===== config.mk =====
export PLATFORM = sky130hd
export DESIGN_NAME = f2x_convert
export DESIGN_NICKNAME = d
export VERILOG_FILES = /design/src/rtl/f2x_pkg.sv /design/src/rtl/f2x_unpack.sv /design/src/rtl/f2x_round.sv /design/src/rtl/f2x_limit.sv /design/src/rtl/f2x_convert.sv
export SDC_FILE = /design/constraint.sdc
export NUM_CORES = 1
export LEC_CHECK = 0
export BUFFER_PORTS_ARGS = -buffer_cell sky130_fd_sc_hd__buf_2
export CAP_MARGIN = 10
export CORE_UTILIZATION = 45
export DETAILED_ROUTE_END_ITERATION = 8
export HOLD_SLACK_MARGIN = 0.15
export PLACE_DENSITY = 0.69
export SLEW_MARGIN = 25
export SYNTH_ARGS = -nofsm -noshare
export SYNTH_HDL_FRONTEND = slang
export SYNTH_SLANG_ARGS = --single-unit

===== constraint.sdc =====
create_clock -name clk -period 29.4 [get_ports clk]
set_input_delay 2.94 -clock clk [delete_from_list [all_inputs] [get_ports clk]]
set_output_delay 2.94 -clock clk [all_outputs]
set_load 0.02 [all_outputs]

===== src/rtl/f2x_pkg.sv =====
package f2x_pkg;
    localparam int FP_W     = 32;
    localparam int EXP_W    = 8;
    localparam int MAN_W    = 23;
    localparam int EXP_BIAS = 127;
    localparam int SIG_W    = MAN_W + 1;
    localparam int SHIFT_BIAS = EXP_BIAS + MAN_W;

    typedef enum logic [2:0] {
        RM_NEAR_EVEN = 3'd0,
        RM_UP        = 3'd1,
        RM_DOWN      = 3'd2,
        RM_ZERO      = 3'd3,
        RM_NEAR_AWAY = 3'd4
    } rmode_e;
endpackage


===== src/rtl/f2x_unpack.sv =====
module f2x_unpack
    import f2x_pkg::*;
#(
    parameter int OUT_W = 32,
    parameter int FB_W  = 6
) (
    input  logic [FP_W-1:0]  operand,
    input  logic [FB_W-1:0]  fbits,
    output logic             is_nan,
    output logic             is_inf,
    output logic             is_zero,
    output logic             is_neg,
    output logic             is_huge,
    output logic [OUT_W-1:0] ipart,
    output logic             guard,
    output logic             sticky
);
    localparam int TAIL_W  = SIG_W + 1;
    localparam int WIDE_W  = SIG_W + TAIL_W;
    localparam int LSH_MAX = OUT_W - SIG_W;
    localparam int S_W     = 12;

    logic [EXP_W-1:0]  exp_f;
    logic [MAN_W-1:0]  frac_f;
    logic [SIG_W-1:0]  sig;
    logic signed [S_W-1:0] shamt;
    logic [S_W-1:0]    rsh;
    logic [WIDE_W-1:0] wide_v;

    always_comb begin
        exp_f   = operand[FP_W-2 -: EXP_W];
        frac_f  = operand[MAN_W-1:0];
        sig     = {1'b1, frac_f};
        is_neg  = operand[FP_W-1];
        is_zero = (exp_f == '0);
        is_nan  = (exp_f == '1) && (frac_f != '0);
        is_inf  = (exp_f == '1) && (frac_f == '0);
        shamt   = $signed({{(S_W-EXP_W){1'b0}}, exp_f})
                + $signed({{(S_W-FB_W){1'b0}}, fbits})
                - $signed(S_W'(SHIFT_BIAS));
        is_huge = shamt > $signed(S_W'(LSH_MAX));
        rsh     = S_W'(-shamt);
        wide_v  = '0;
        ipart   = '0;
        guard   = 1'b0;
        sticky  = 1'b0;
        if (shamt >= 0) begin
            ipart = OUT_W'(sig) << shamt[5:0];
        end else if (rsh > S_W'(TAIL_W)) begin
            sticky = 1'b1;
        end else begin
            wide_v = {sig, {TAIL_W{1'b0}}} >> rsh;
            ipart  = OUT_W'(wide_v[WIDE_W-1:TAIL_W]);
            guard  = wide_v[TAIL_W-1];
            sticky = |wide_v[TAIL_W-2:0];
        end
    end
endmodule


===== src/rtl/f2x_round.sv =====
module f2x_round
    import f2x_pkg::*;
#(
    parameter int OUT_W = 32
) (
    input  logic [2:0]     rmode,
    input  logic           neg,
    input  logic [OUT_W-1:0] ipart,
    input  logic           guard,
    input  logic           sticky,
    output logic [OUT_W:0] mag,
    output logic           lost
);
    logic incr;

    always_comb begin
        lost = guard | sticky;
        unique case (rmode_e'(rmode))
            RM_NEAR_EVEN: incr = guard & (sticky | ipart[0]);
            RM_UP:        incr = ~neg & lost;
            RM_DOWN:      incr = neg & lost;
            RM_NEAR_AWAY: incr = guard;
            default:      incr = 1'b0;
        endcase
        mag = {1'b0, ipart} + {{OUT_W{1'b0}}, incr};
    end
endmodule


===== src/rtl/f2x_limit.sv =====
module f2x_limit #(
    parameter int OUT_W  = 32,
    parameter int HALF_W = 16
) (
    input  logic             sgn,
    input  logic             wide,
    input  logic             neg,
    input  logic             huge,
    input  logic             nan,
    input  logic             inf,
    input  logic             zero,
    input  logic [OUT_W:0]   mag,
    input  logic             lost,
    output logic [OUT_W-1:0] result,
    output logic             invalid,
    output logic             inexact
);
    localparam logic [OUT_W:0] ONE = (OUT_W+1)'(1);

    logic [OUT_W:0]   pos_lim;
    logic [OUT_W:0]   neg_lim;
    logic [OUT_W-1:0] wmask;
    logic [OUT_W:0]   twos;
    logic             over;

    always_comb begin
        wmask   = wide ? '1 : OUT_W'({HALF_W{1'b1}});
        neg_lim = wide ? (ONE << (OUT_W-1)) : (ONE << (HALF_W-1));
        if (sgn) pos_lim = neg_lim - ONE;
        else     pos_lim = wide ? ((ONE << OUT_W) - ONE) : ((ONE << HALF_W) - ONE);
        over    = inf | huge;
        twos    = neg ? (~mag + ONE) : mag;
        result  = '0;
        invalid = 1'b0;
        inexact = 1'b0;
        if (zero) begin
            result = '0;
        end else if (nan) begin
            invalid = 1'b1;
        end else if (!sgn && neg && (over || mag != '0)) begin
            invalid = 1'b1;
        end else if (!neg && (over || mag > pos_lim)) begin
            result  = OUT_W'(pos_lim);
            invalid = 1'b1;
        end else if (neg && (over || mag > neg_lim)) begin
            result  = OUT_W'(neg_lim);
            invalid = 1'b1;
        end else begin
            result  = OUT_W'(twos) & wmask;
            inexact = lost;
        end
    end
endmodule


===== src/rtl/f2x_convert.sv =====
module f2x_convert
    import f2x_pkg::*;
#(
    parameter int OUT_W  = 32,
    parameter int HALF_W = 16,
    parameter int FB_W   = $clog2(OUT_W) + 1
) (
    input  logic             clk,
    input  logic             rst_n,
    input  logic             in_valid,
    input  logic [FP_W-1:0]  in_operand,
    input  logic             in_signed,
    input  logic             in_wide,
    input  logic [FB_W-1:0]  in_fbits,
    input  logic [2:0]       in_rmode,
    output logic             out_valid,
    output logic [OUT_W-1:0] out_result,
    output logic             out_invalid,
    output logic             out_inexact
);
    typedef struct packed {
        logic             valid;
        logic [OUT_W-1:0] result;
        logic             invalid;
        logic             inexact;
    } out_t;

    out_t state_d, state_q;

    logic [FB_W-1:0]  fb_lim, fb_eff;
    logic             nan_w, inf_w, zero_w, neg_w, huge_w, guard_w, sticky_w, lost_w;
    logic [OUT_W-1:0] ipart_w;
    logic [OUT_W:0]   mag_w;
    logic [OUT_W-1:0] res_w;
    logic             inv_w, inx_w;

    always_comb begin
        fb_lim = in_wide ? FB_W'(OUT_W) : FB_W'(HALF_W);
        fb_eff = (in_fbits > fb_lim) ? fb_lim : in_fbits;
    end

    f2x_unpack #(.OUT_W(OUT_W), .FB_W(FB_W)) u_unpack (
        .operand (in_operand),
        .fbits   (fb_eff),
        .is_nan  (nan_w),
        .is_inf  (inf_w),
        .is_zero (zero_w),
        .is_neg  (neg_w),
        .is_huge (huge_w),
        .ipart   (ipart_w),
        .guard   (guard_w),
        .sticky  (sticky_w)
    );

    f2x_round #(.OUT_W(OUT_W)) u_round (
        .rmode  (in_rmode),
        .neg    (neg_w),
        .ipart  (ipart_w),
        .guard  (guard_w),
        .sticky (sticky_w),
        .mag    (mag_w),
        .lost   (lost_w)
    );

    f2x_limit #(.OUT_W(OUT_W), .HALF_W(HALF_W)) u_limit (
        .sgn     (in_signed),
        .wide    (in_wide),
        .neg     (neg_w),
        .huge    (huge_w),
        .nan     (nan_w),
        .inf     (inf_w),
        .zero    (zero_w),
        .mag     (mag_w),
        .lost    (lost_w),
        .result  (res_w),
        .invalid (inv_w),
        .inexact (inx_w)
    );

    always_comb begin
        state_d       = state_q;
        state_d.valid = in_valid;
        if (in_valid) begin
            state_d.result  = res_w;
            state_d.invalid = inv_w;
            state_d.inexact = inx_w;
        end
    end

    always_ff @(posedge clk) begin
        if (!rst_n) state_q <= '0;
        else        state_q <= state_d;
    end

    assign out_valid   = state_q.valid;
    assign out_result  = state_q.result;
    assign out_invalid = state_q.invalid;
    assign out_inexact = state_q.inexact;

    a_r1_latency: assert property (@(posedge clk) disable iff (!rst_n)
        in_valid |=> out_valid);
    a_r1_hold: assert property (@(posedge clk) disable iff (!rst_n)
        !in_valid |=> (!out_valid && $stable(out_result)
                       && $stable(out_invalid) && $stable(out_inexact)));
    a_r11_flags_exclusive: assert property (@(posedge clk) disable iff (!rst_n)
        out_valid |-> !(out_invalid && out_inexact));
    a_r8_nan_zero: assert property (@(posedge clk) disable iff (!rst_n)
        (in_valid && nan_w) |=> (out_result == '0 && out_invalid));
    a_r9_zero_quiet: assert property (@(posedge clk) disable iff (!rst_n)
        (in_valid && zero_w) |=> (out_result == '0 && !out_invalid && !out_inexact));
    a_r10_narrow_upper: assert property (@(posedge clk) disable iff (!rst_n)
        (in_valid && !in_wide) |=> (out_result[OUT_W-1:HALF_W] == '0));
endmodule


==> metrics.txt, run 1 <==
Post-Synthesis Cells=1,133; Yosys top cell by area=sky130_fd_sc_hd__mux4_2; area of the core=0.0186 mm2; DRC violations left=0; register area share after synthesis=8.19%; post-CTS setup buffer count=0; post-detailed-route wirelength per cell=21.1 um; H-tree level count=2; effective utilization at floorplan=45.9%; outcome=completed; final max-slew violation count=0; global-route wire length before repair=46,300 um; clock period minus worst slack=13.75 ns; Setup TNS=0 ns; io pins=81; unique cell type count in the Yosys netlist=96; global-route usage over all layers=29.6%; share of Yosys cell area claimed by the top area cell type=10.5%; Skew-Pair Late Insertion Delay=0.27 ns; average footprint of a synthesized cell=7.55 um2; Final ANT Viol Nets=0; Max Clock Skew=0 ns; Num Clock Sinks=35; data arrival time of the worst path=13.91 ns; number of resized instances in the post-cts repair step=0; number of buffers added by the clock tree synthesis step=5; unrepaired setup endpoints after global routing=no; cell at the slowest stage of the critical path=sky130_fd_sc_hd__ha_4; Most common cell on crit path=sky130_fd_sc_hd__a21oi_1; Setup Crit Path Kind=primary input to flip-flop; Placement Rows=50; number of enable flip-flop cells after synthesis=0; Net Count, Synth=1,223; Leak=0.00372 uW; summed instance area of the synthesized netlist=0.00856 mm2; transition time of the tightest slew-check pin=0.955 ns; root buffer cell=sky130_fd_sc_hd__clkbuf_16; highest ir drop seen on vdd=0.0000288 V; PD cells=67.9 mW/mm2; area of combinational cells with multiple inputs=0.00740 mm2; initial antenna violation count=0; Remaining Overflow, GRT=0; main flop type after synthesis=sky130_fd_sc_hd__dfxtp_1; most common cell after layout, fill and taps aside=sky130_fd_sc_hd__nand2_1; share of synthesized registers carrying an async set or reset=0%; dominant cells by area after synthesis=sky130_fd_sc_hd__mux4_2, sky130_fd_sc_hd__dfxtp_1, sky130_fd_sc_hd__mux2i_1; number of port buffers=80; width of the die=140 um; Ys Warns=0; height of the die=140 um; layout cells sized above 1=18.0%; CTS tree=done; setup slack on the worst flop-to-flop path=28.62 ns; critical path startpoint category=primary input; number of search-and-repair iterations in the first detailed-routing pass=5; final count of negative-setup-slack endpoints=0; Fin. Hold Viols=0; CTS clock-pin slew for the worst setup and hold paths=0.05 ns; hold buffer count at CTS=0; number of global-route vias before repair=8,330; Fillers=1,863; Largest stage delay, worst path=0.72 ns; diode count=0; vias after detailed routing=9,225; number of violations reported at the end of detailed-routing iteration 0=900; HPWL Detailed=23,000 um; core occupancy in the finished layout=49.4%; largest net degree at the start of global routing=69; max-cap check violation count=0; FMAX=72.8 MHz; routed wire length=29,200 um; Die Area=0.0196 mm2; kind of capture point of the worst setup path=flip-flop; Syn-to-layout area delta=7.65%; final cycle utilization of the critical path=46.8%; number of synthesized register bits=35; via count normalized by instance count=6.65; worst endpoint required time=29.57 ns; critical-path maximum fanout=68; number of buffers on the longest clock path=2; RePlAce Congestion=1.03; type of the most critical hold path=flip-flop to flip-flop; Slew headroom=36.0%; nets=1,242; storage element area=701 um2; highest-count cells in the layout ignoring fill and taps=sky130_fd_sc_hd__nand2_1, sky130_fd_sc_hd__nor2_1, sky130_fd_sc_hd__a21oi_1
-- critical path: cells and delay by family --
family                     cells  cell delay, ns
AOI/OAI and AO/OA             17            3.62
adders and majority gates      6            2.46
and+or+nand+nor               11            1.61
buffers and inverters          4            1.52
xor gates and xnor gates       2            0.92
muxes                          3            0.75
-- Yosys cell counts, drive strengths merged, types with 17 or more instances --
cell type  count
a21o          17
mux2i         68
nand2        106
nor4          21
nand3         38
mux4          41
a21oi         82
nor2         102
nand2b        19
o21ai         64
xor2          18
inv           38
nand4         17
xnor2         42
mux2          17
buf           27
dfxtp         35
ha            43
nor3          37
clkbuf        51
o31ai         17
-- power breakdown --
group          switching, uW  total, uW  internal, uW
combinational            321        507           186
clock                   18.5       60.5          42.1
sequential              3.26       58.0          54.8
-- sequential cells by signal, indices dropped and copies added, names as in the netlist --
| register | flops |
|---|---|
| out_invalid | 1 |
| out_inexact | 1 |
| out_result | 32 |
| out_valid | 1 |
-- worst paths after layout --
| check | start | endpoint | cells after the start |
|---|---|---|---|
| worst min register to register | out_inexact | out_inexact | 2 |
| worst min-delay path | out_inexact | out_inexact | 2 |
| worst max register to register | out_result[14] | out_result[14] | 2 |
| worst max-delay path | in_wide | out_result[4] | 43 |
-- cells by family (layout without fill, tap and decap cells) --
kind of cell / count (synthesis) / in the layout / share of synthesized area (%)
compound gates: 332 / 332 / 27.3
flops: 35 / 35 / 8.19
buf+inv: 118 / 138 / 5.77
simple gates: 418 / 418 / 24.6
fa+ha+maj: 44 / 44 / 6.52
xor+xnor: 60 / 60 / 6.53
mux: 126 / 126 / 21.0
-- final cells by class --
type / count / share of cell area (%)
Clock buffer: 6 / 1.51
Inverter: 40 / 1.63
Sequential cell: 35 / 7.60
Clock inverter: 2 / 0.380
Tap cell: 234 / 3.18
Multi-Input combinational cell: 980 / 80.3
Timing Repair Buffer: 90 / 5.38
-- metrics by stage --
step	setup WS, ns	hold slack (ns)	area [um2]	total power, uW	std cells
finish	15.66	0.459	9210	625	1387
global route	14.48	0.489	9210	667	1387
CTS	15.63	0.460	9190	611	1386
detailed placement	15.38	0.449	9010	548	1378
global placement	15.67	0.451	9010	545	1378
floorplan	17.31	0.537	8560	434	1133
-- metal layers --
metal  GRT usage, %  routed length (um)
met4           11.4                1120
met3           2.19                2030
met5              0                   0
met1           40.4               12700
met2           48.5               13400
Power figures use the tool's default switching activity.
==> run 2: changes to the inputs <==
Settings changed: PLACE_DENSITY 0.69 to 0.72.
Clock period 29.4 ns to 11.6 ns, I/O delays scaled along.
==> run 2 against run 1 <==
  * Combinational power increased to 2.6 times the previous value
  * Utilization increased by 0.27 points
  * Non-clock buffer count increased by 12
  * Total power increased to 2.5 times the previous value
  * Critical path type unchanged
  * Highest routed layer unchanged
==> metrics.txt, run 2 (synthesis results as in run 1) <==
outcome=completed (unchanged); hold slack=0.458 ns (was 0.459 ns); width of the die=140 um (unchanged); Die Area=0.0196 mm2 (unchanged); largest net degree at the start of global routing=67 (was 69); RePlAce Congestion=1.01 (was 1.03); transition time of the tightest slew-check pin=1.00 ns (was 0.955 ns); final cycle utilization of the critical path=91.7%; post-detailed-route wirelength per cell=21.4 um (was 21.1 um); number of global-route vias before repair=8,304 (was 8,330); routed wire length=29,900 um (was 29,200 um); type of the most critical hold path=flip-flop to flip-flop (unchanged); unrepaired setup endpoints after global routing=no (unchanged); FMAX=94.1 MHz; Syn-to-layout area delta=8.23% (was 7.65%); number of search-and-repair iterations in the first detailed-routing pass=6 (was 5); number of port buffers=80 (unchanged); Setup TNS=0 ns (unchanged); number of violations reported at the end of detailed-routing iteration 0=875 (was 900); fraction of met2 tracks used by global routing=49.3% (was 48.5%); initial antenna violation count=0 (unchanged); nets=1,254 (was 1,242); layout cells sized above 1=18.7% (was 18.0%); H-tree level count=2 (unchanged); Fin. Hold Viols=0 (unchanged); number of buffers on the longest clock path=2 (unchanged); global-route wire length before repair=47,000 um (was 46,300 um); root buffer cell=sky130_fd_sc_hd__clkbuf_16 (unchanged); height of the die=140 um (unchanged); final count of negative-setup-slack endpoints=0 (unchanged); global-route usage over all layers=30.1% (was 29.6%); area of the core=0.0186 mm2 (unchanged); worst endpoint required time=11.76 ns (was 29.57 ns); kind of capture point of the worst setup path=flip-flop (unchanged); Final ANT Viol Nets=0 (unchanged); highest-count cells in the layout ignoring fill and taps=sky130_fd_sc_hd__nand2_1, sky130_fd_sc_hd__nor2_1, sky130_fd_sc_hd__a21oi_1 (unchanged); HPWL Detailed=23,900 um (was 23,000 um); Remaining Overflow, GRT=0 (unchanged); critical path startpoint category=primary input (unchanged); Most Crowded Layer GR=met2 (unchanged); number of resized instances in the post-cts repair step=0 (unchanged); PD cells=172 mW/mm2 (was 67.9 mW/mm2); Placement Rows=50 (unchanged); Skew-Pair Late Insertion Delay=0.27 ns (about the same); hold buffer count at CTS=0 (unchanged); Num Clock Sinks=35 (unchanged); cell depth of the worst hold path=2 (unchanged); cell at the slowest stage of the critical path=sky130_fd_sc_hd__xnor2_4 (was sky130_fd_sc_hd__ha_4); max reg flops=32 (unchanged); clock period minus worst slack=10.63 ns; diode count=0 (unchanged); highest ir drop seen on vdd=0.0000680 V (was 0.0000288 V); io pins=81 (unchanged); via count normalized by instance count=6.68 (was 6.65); global-route met1 utilization=40.6% (was 40.4%); final max-slew violation count=0 (unchanged); length in cells of the worst reg-to-reg path=2 (unchanged); effective utilization at floorplan=45.9% (unchanged); CTS tree=done (unchanged); max-cap check violation count=0 (unchanged); Max Clock Skew=0 ns (unchanged); Setup Crit Path Kind=primary input to flip-flop (unchanged); Largest stage delay, worst path=0.73 ns (was 0.72 ns); post-CTS setup buffer count=0 (unchanged); Slew headroom=33.0% (was 36.0%); data arrival time of the worst path=10.80 ns (was 13.91 ns); number of buffers added by the clock tree synthesis step=5 (unchanged); critical-path maximum fanout=21 (was 68); CTS clock-pin slew for the worst setup and hold paths=0.05 ns (about the same); Leak=0.00375 uW (was 0.00372 uW); met3 routing resource usage after global routing=2.87% (was 2.19%); most common cell after layout, fill and taps aside=sky130_fd_sc_hd__nand2_1 (unchanged); vias after detailed routing=9,339 (was 9,225); DRC violations left=0 (unchanged)
-- run 2: cell types whose count changed in the layout (fill, tap and decap cells not counted), sizes merged --
cell	before	now
clkinv	3	2
clkbuf	6	7
bufinv	1	0
buf	90	102
clkinvlp	0	1
-- run 2: final cells by class --
cell class              count  area [um2]
fillers                  1832        9380
multi-input cells         980        7390
flip-flops and latches     35         701
repair buffers            102         566
well taps                 234         293
clock buffers               7         153
inverters                  40         150
clock inverters             1        7.51
-- run 2: metal layers --
metal  part of all wire (%)  wire length, um
met5                      0                0
met1                     42            12600
met4                    4.0             1190
met2                     46            13600
met3                    8.2             2470
-- run 2: worst max-delay path, delay by kind of cell --
| kind | cells | cell delay, ns |
|---|---|---|
| simple gates | 11 | 1.25 |
| compound gates | 17 | 3.68 |
| buf+inv | 4 | 0.38 |
| fa+ha+maj | 7 | 2.15 |
| mux | 3 | 1.02 |
| xor+xnor | 2 | 1.13 |
-- run 2: worst paths after layout --
check                      start              to  slack [ns]
setup / recovery         in_wide   out_result[1]        0.97
hold / removal    out_result[31]  out_result[31]        0.46
setup reg to reg   out_result[1]   out_result[1]       10.80
hold reg to reg   out_result[31]  out_result[31]        0.46
-- run 2: power breakdown --
part / leakage, uW / switching [uW] / internal, uW
sequential: 0.000285 / 8.10 / 139
clock: 0.0000761 / 47.0 / 91.1
combinational: 0.00339 / 830 / 477
total: 0.00375 / 885 / 707
-- run 2: metrics by stage --
step	setup WS, ns	cell area (um2)	instances	power [uW]	utilization [%]
after global placement	1.02	9100	1391	1410	48.8
after global routing	0.0859	9260	1399	1690	49.7
after floorplan	1.29	8560	1133	1100	-
after detailed placement	0.872	9100	1391	1420	48.8
final	0.968	9260	1399	1590	49.7
after CTS	1.12	9260	1399	1560	49.7
==> run 3: changes to the inputs <==
Settings changed: PLACE_DENSITY 0.72 to 0.69.
Clock period 11.6 ns to 12.5 ns, I/O delays scaled along.
==> run 3 against run 2 <==
  * Clock-buffer cell count unchanged
  * Flip-flop and latch count is the same
  * First-iteration DRC count down 9.6%
  * Wire length decreased by 0.93%
  * Hold slack got worse by 0.0024 ns
  * Clock skew did not move
  * Utilization is 0.33 points lower
  * Clock power is 15% lower
  * Critical endpoint is now out_result[13]
  * Largest power group unchanged
==> metrics.txt, run 3 (synthesis results as in run 1) <==
outcome=completed (unchanged); worst endpoint required time=12.67 ns (was 11.76 ns); Num Clock Sinks=35 (unchanged); initial antenna violation count=0 (unchanged); max-cap check violation count=0 (unchanged); number of buffers added by the clock tree synthesis step=5 (unchanged); Max Clock Skew=0 ns (unchanged); most common cell after layout, fill and taps aside=sky130_fd_sc_hd__nand2_1 (unchanged); highest ir drop seen on vdd=0.0000750 V (was 0.0000680 V); vias after detailed routing=9,273 (was 9,339); post-detailed-route wirelength per cell=21.3 um (was 21.4 um); Setup TNS=0 ns (unchanged); number of resized instances in the post-cts repair step=0 (unchanged); Sw Ratio=55.9% (was 55.6%); Combinational Power Share=82.6% (was 82.1%); PD cells=158 mW/mm2 (was 172 mW/mm2); number of port buffers=80 (unchanged); Largest stage delay, worst path=0.62 ns (was 0.73 ns); number of violations reported at the end of detailed-routing iteration 0=791 (was 875); critical-path maximum fanout=19 (was 21); root buffer cell=sky130_fd_sc_hd__clkbuf_16 (unchanged); height of the die=140 um (unchanged); kind of capture point of the worst setup path=flip-flop (unchanged); DRC violations left=0 (unchanged); nets=1,248 (was 1,254); Die Area=0.0196 mm2 (unchanged); FMAX=89.8 MHz; number of search-and-repair iterations in the first detailed-routing pass=5 (was 6); number of buffers on the longest clock path=2 (unchanged); CTS clock-pin slew for the worst setup and hold paths=0.06 ns (was 0.05 ns); CTS tree=done (unchanged); H-tree level count=2 (unchanged); width of the die=140 um (unchanged); highest-count cells in the layout ignoring fill and taps=sky130_fd_sc_hd__nand2_1, sky130_fd_sc_hd__nor2_1, sky130_fd_sc_hd__a21oi_1 (unchanged); RePlAce Congestion=0.976 (was 1.01); Syn-to-layout area delta=7.51% (was 8.23%); Placed Instances=1,385 (was 1,391); Setup Crit Path Kind=primary input to flip-flop (unchanged); final max-slew violation count=0 (unchanged); io pins=81 (unchanged); sequential fraction of design power=9.4% (was 9.2%); Fin. Hold Viols=0 (unchanged); critical path startpoint category=primary input (unchanged); Skew-Pair Late Insertion Delay=0.28 ns (was 0.27 ns); diode count=0 (unchanged); cell at the slowest stage of the critical path=sky130_fd_sc_hd__fa_2 (was sky130_fd_sc_hd__xnor2_4); top cell family by delay on the critical path=compound AO/OA/AOI/OAI gates (unchanged); clock period minus worst slack=11.14 ns; routed wire length=29,700 um (was 29,900 um); final count of negative-setup-slack endpoints=0 (unchanged); design internal power=640 uW (was 707 uW); global-route wire length before repair=47,200 um (was 47,000 um); HPWL Detailed=23,600 um (was 23,900 um); area of the core=0.0186 mm2 (unchanged); share of total power in the clock network=8.1% (was 8.7%); type of the most critical hold path=flip-flop to flip-flop (unchanged); number of global-route vias before repair=8,452 (was 8,304); hold buffer count at CTS=0 (unchanged); Placement Rows=50 (unchanged); Leak=0.00372 uW (was 0.00375 uW); Slew headroom=34.7% (was 33.0%); max reg flops=32 (unchanged); net switching component of the power=812 uW (was 885 uW); largest net degree at the start of global routing=68 (was 67); unrepaired setup endpoints after global routing=no (unchanged); transition time of the tightest slew-check pin=0.974 ns (was 1.00 ns); global-route usage over all layers=30.0% (was 30.1%); layout cells sized above 1=18.2% (was 18.7%); via count normalized by instance count=6.66 (was 6.68); Critical path buffers and inverters=5 (was 4); hold slack=0.456 ns (was 0.458 ns); number of non-filler instances in the completed layout=1,393 (was 1,399); Remaining Overflow, GRT=0 (unchanged); effective utilization at floorplan=45.9% (unchanged); final cycle utilization of the critical path=89.1%; post-CTS setup buffer count=0 (unchanged); Final ANT Viol Nets=0 (unchanged); Most common cell on crit path=sky130_fd_sc_hd__ha_1; data arrival time of the worst path=11.31 ns (was 10.80 ns)
## run 3: cell type report
| type | instances | area, um2 |
|---|---|---|
| clock inverter | 1 | 5.00 |
| fill | 1866 | 9440 |
| multi-input combinational | 980 | 7400 |
| timing repair buffer | 96 | 520 |
| clock buffer | 7 | 133 |
| sequential | 35 | 701 |
| inverter | 40 | 150 |
| tap | 234 | 293 |
## run 3: final timing paths
| check | to | depth (start not counted) | slack (ns) | from |
|---|---|---|---|---|
| setup reg to reg | out_result[13] | 2 | 11.70 | out_result[13] |
| setup / recovery | out_result[13] | 41 | 1.36 | in_wide |
| hold reg to reg | out_inexact | 2 | 0.46 | out_inexact |
| hold / removal | out_inexact | 2 | 0.46 | out_inexact |
## run 3: worst reg2reg max path, stage by stage, from the launching register on
cell                      delay, ns
sky130_fd_sc_hd__dfxtp_1       0.31
sky130_fd_sc_hd__nor2b_1       0.13
sky130_fd_sc_hd__o31a_1        0.25
## run 3: stage by stage
step / area [um2] / total power, uW / util (%) / setup WS, ns
floorplan: 8560 / 1020 / - / 2.10
detailed placement: 9060 / 1300 / 48.6 / 1.24
global placement: 9060 / 1300 / 48.6 / 1.41
CTS: 9200 / 1420 / 49.4 / 1.51
finish: 9200 / 1450 / 49.4 / 1.36
global route: 9200 / 1550 / 49.4 / 0.588
## run 3: power by group through the flow
stage / Sequential (uW) / Clock (uW) / Combinational (uW)
after floorplan: 159 / 0 / 861
after global placement: 138 / 0 / 1160
after detailed placement: 139 / 0 / 1170
after CTS: 137 / 117 / 1170
after global routing: 138 / 121 / 1290
final: 136 / 117 / 1200
## run 3: routing by layer
layer | up-vias | GRT usage [%] | wire length, um
li1 | 4355 | - | -
met1 | 4383 | 40.4 | 12800
met2 | 464 | 49.3 | 13600
met3 | 71 | 2.67 | 2090
met4 | 0 | 12.1 | 1180
met5 | - | 0 | 0
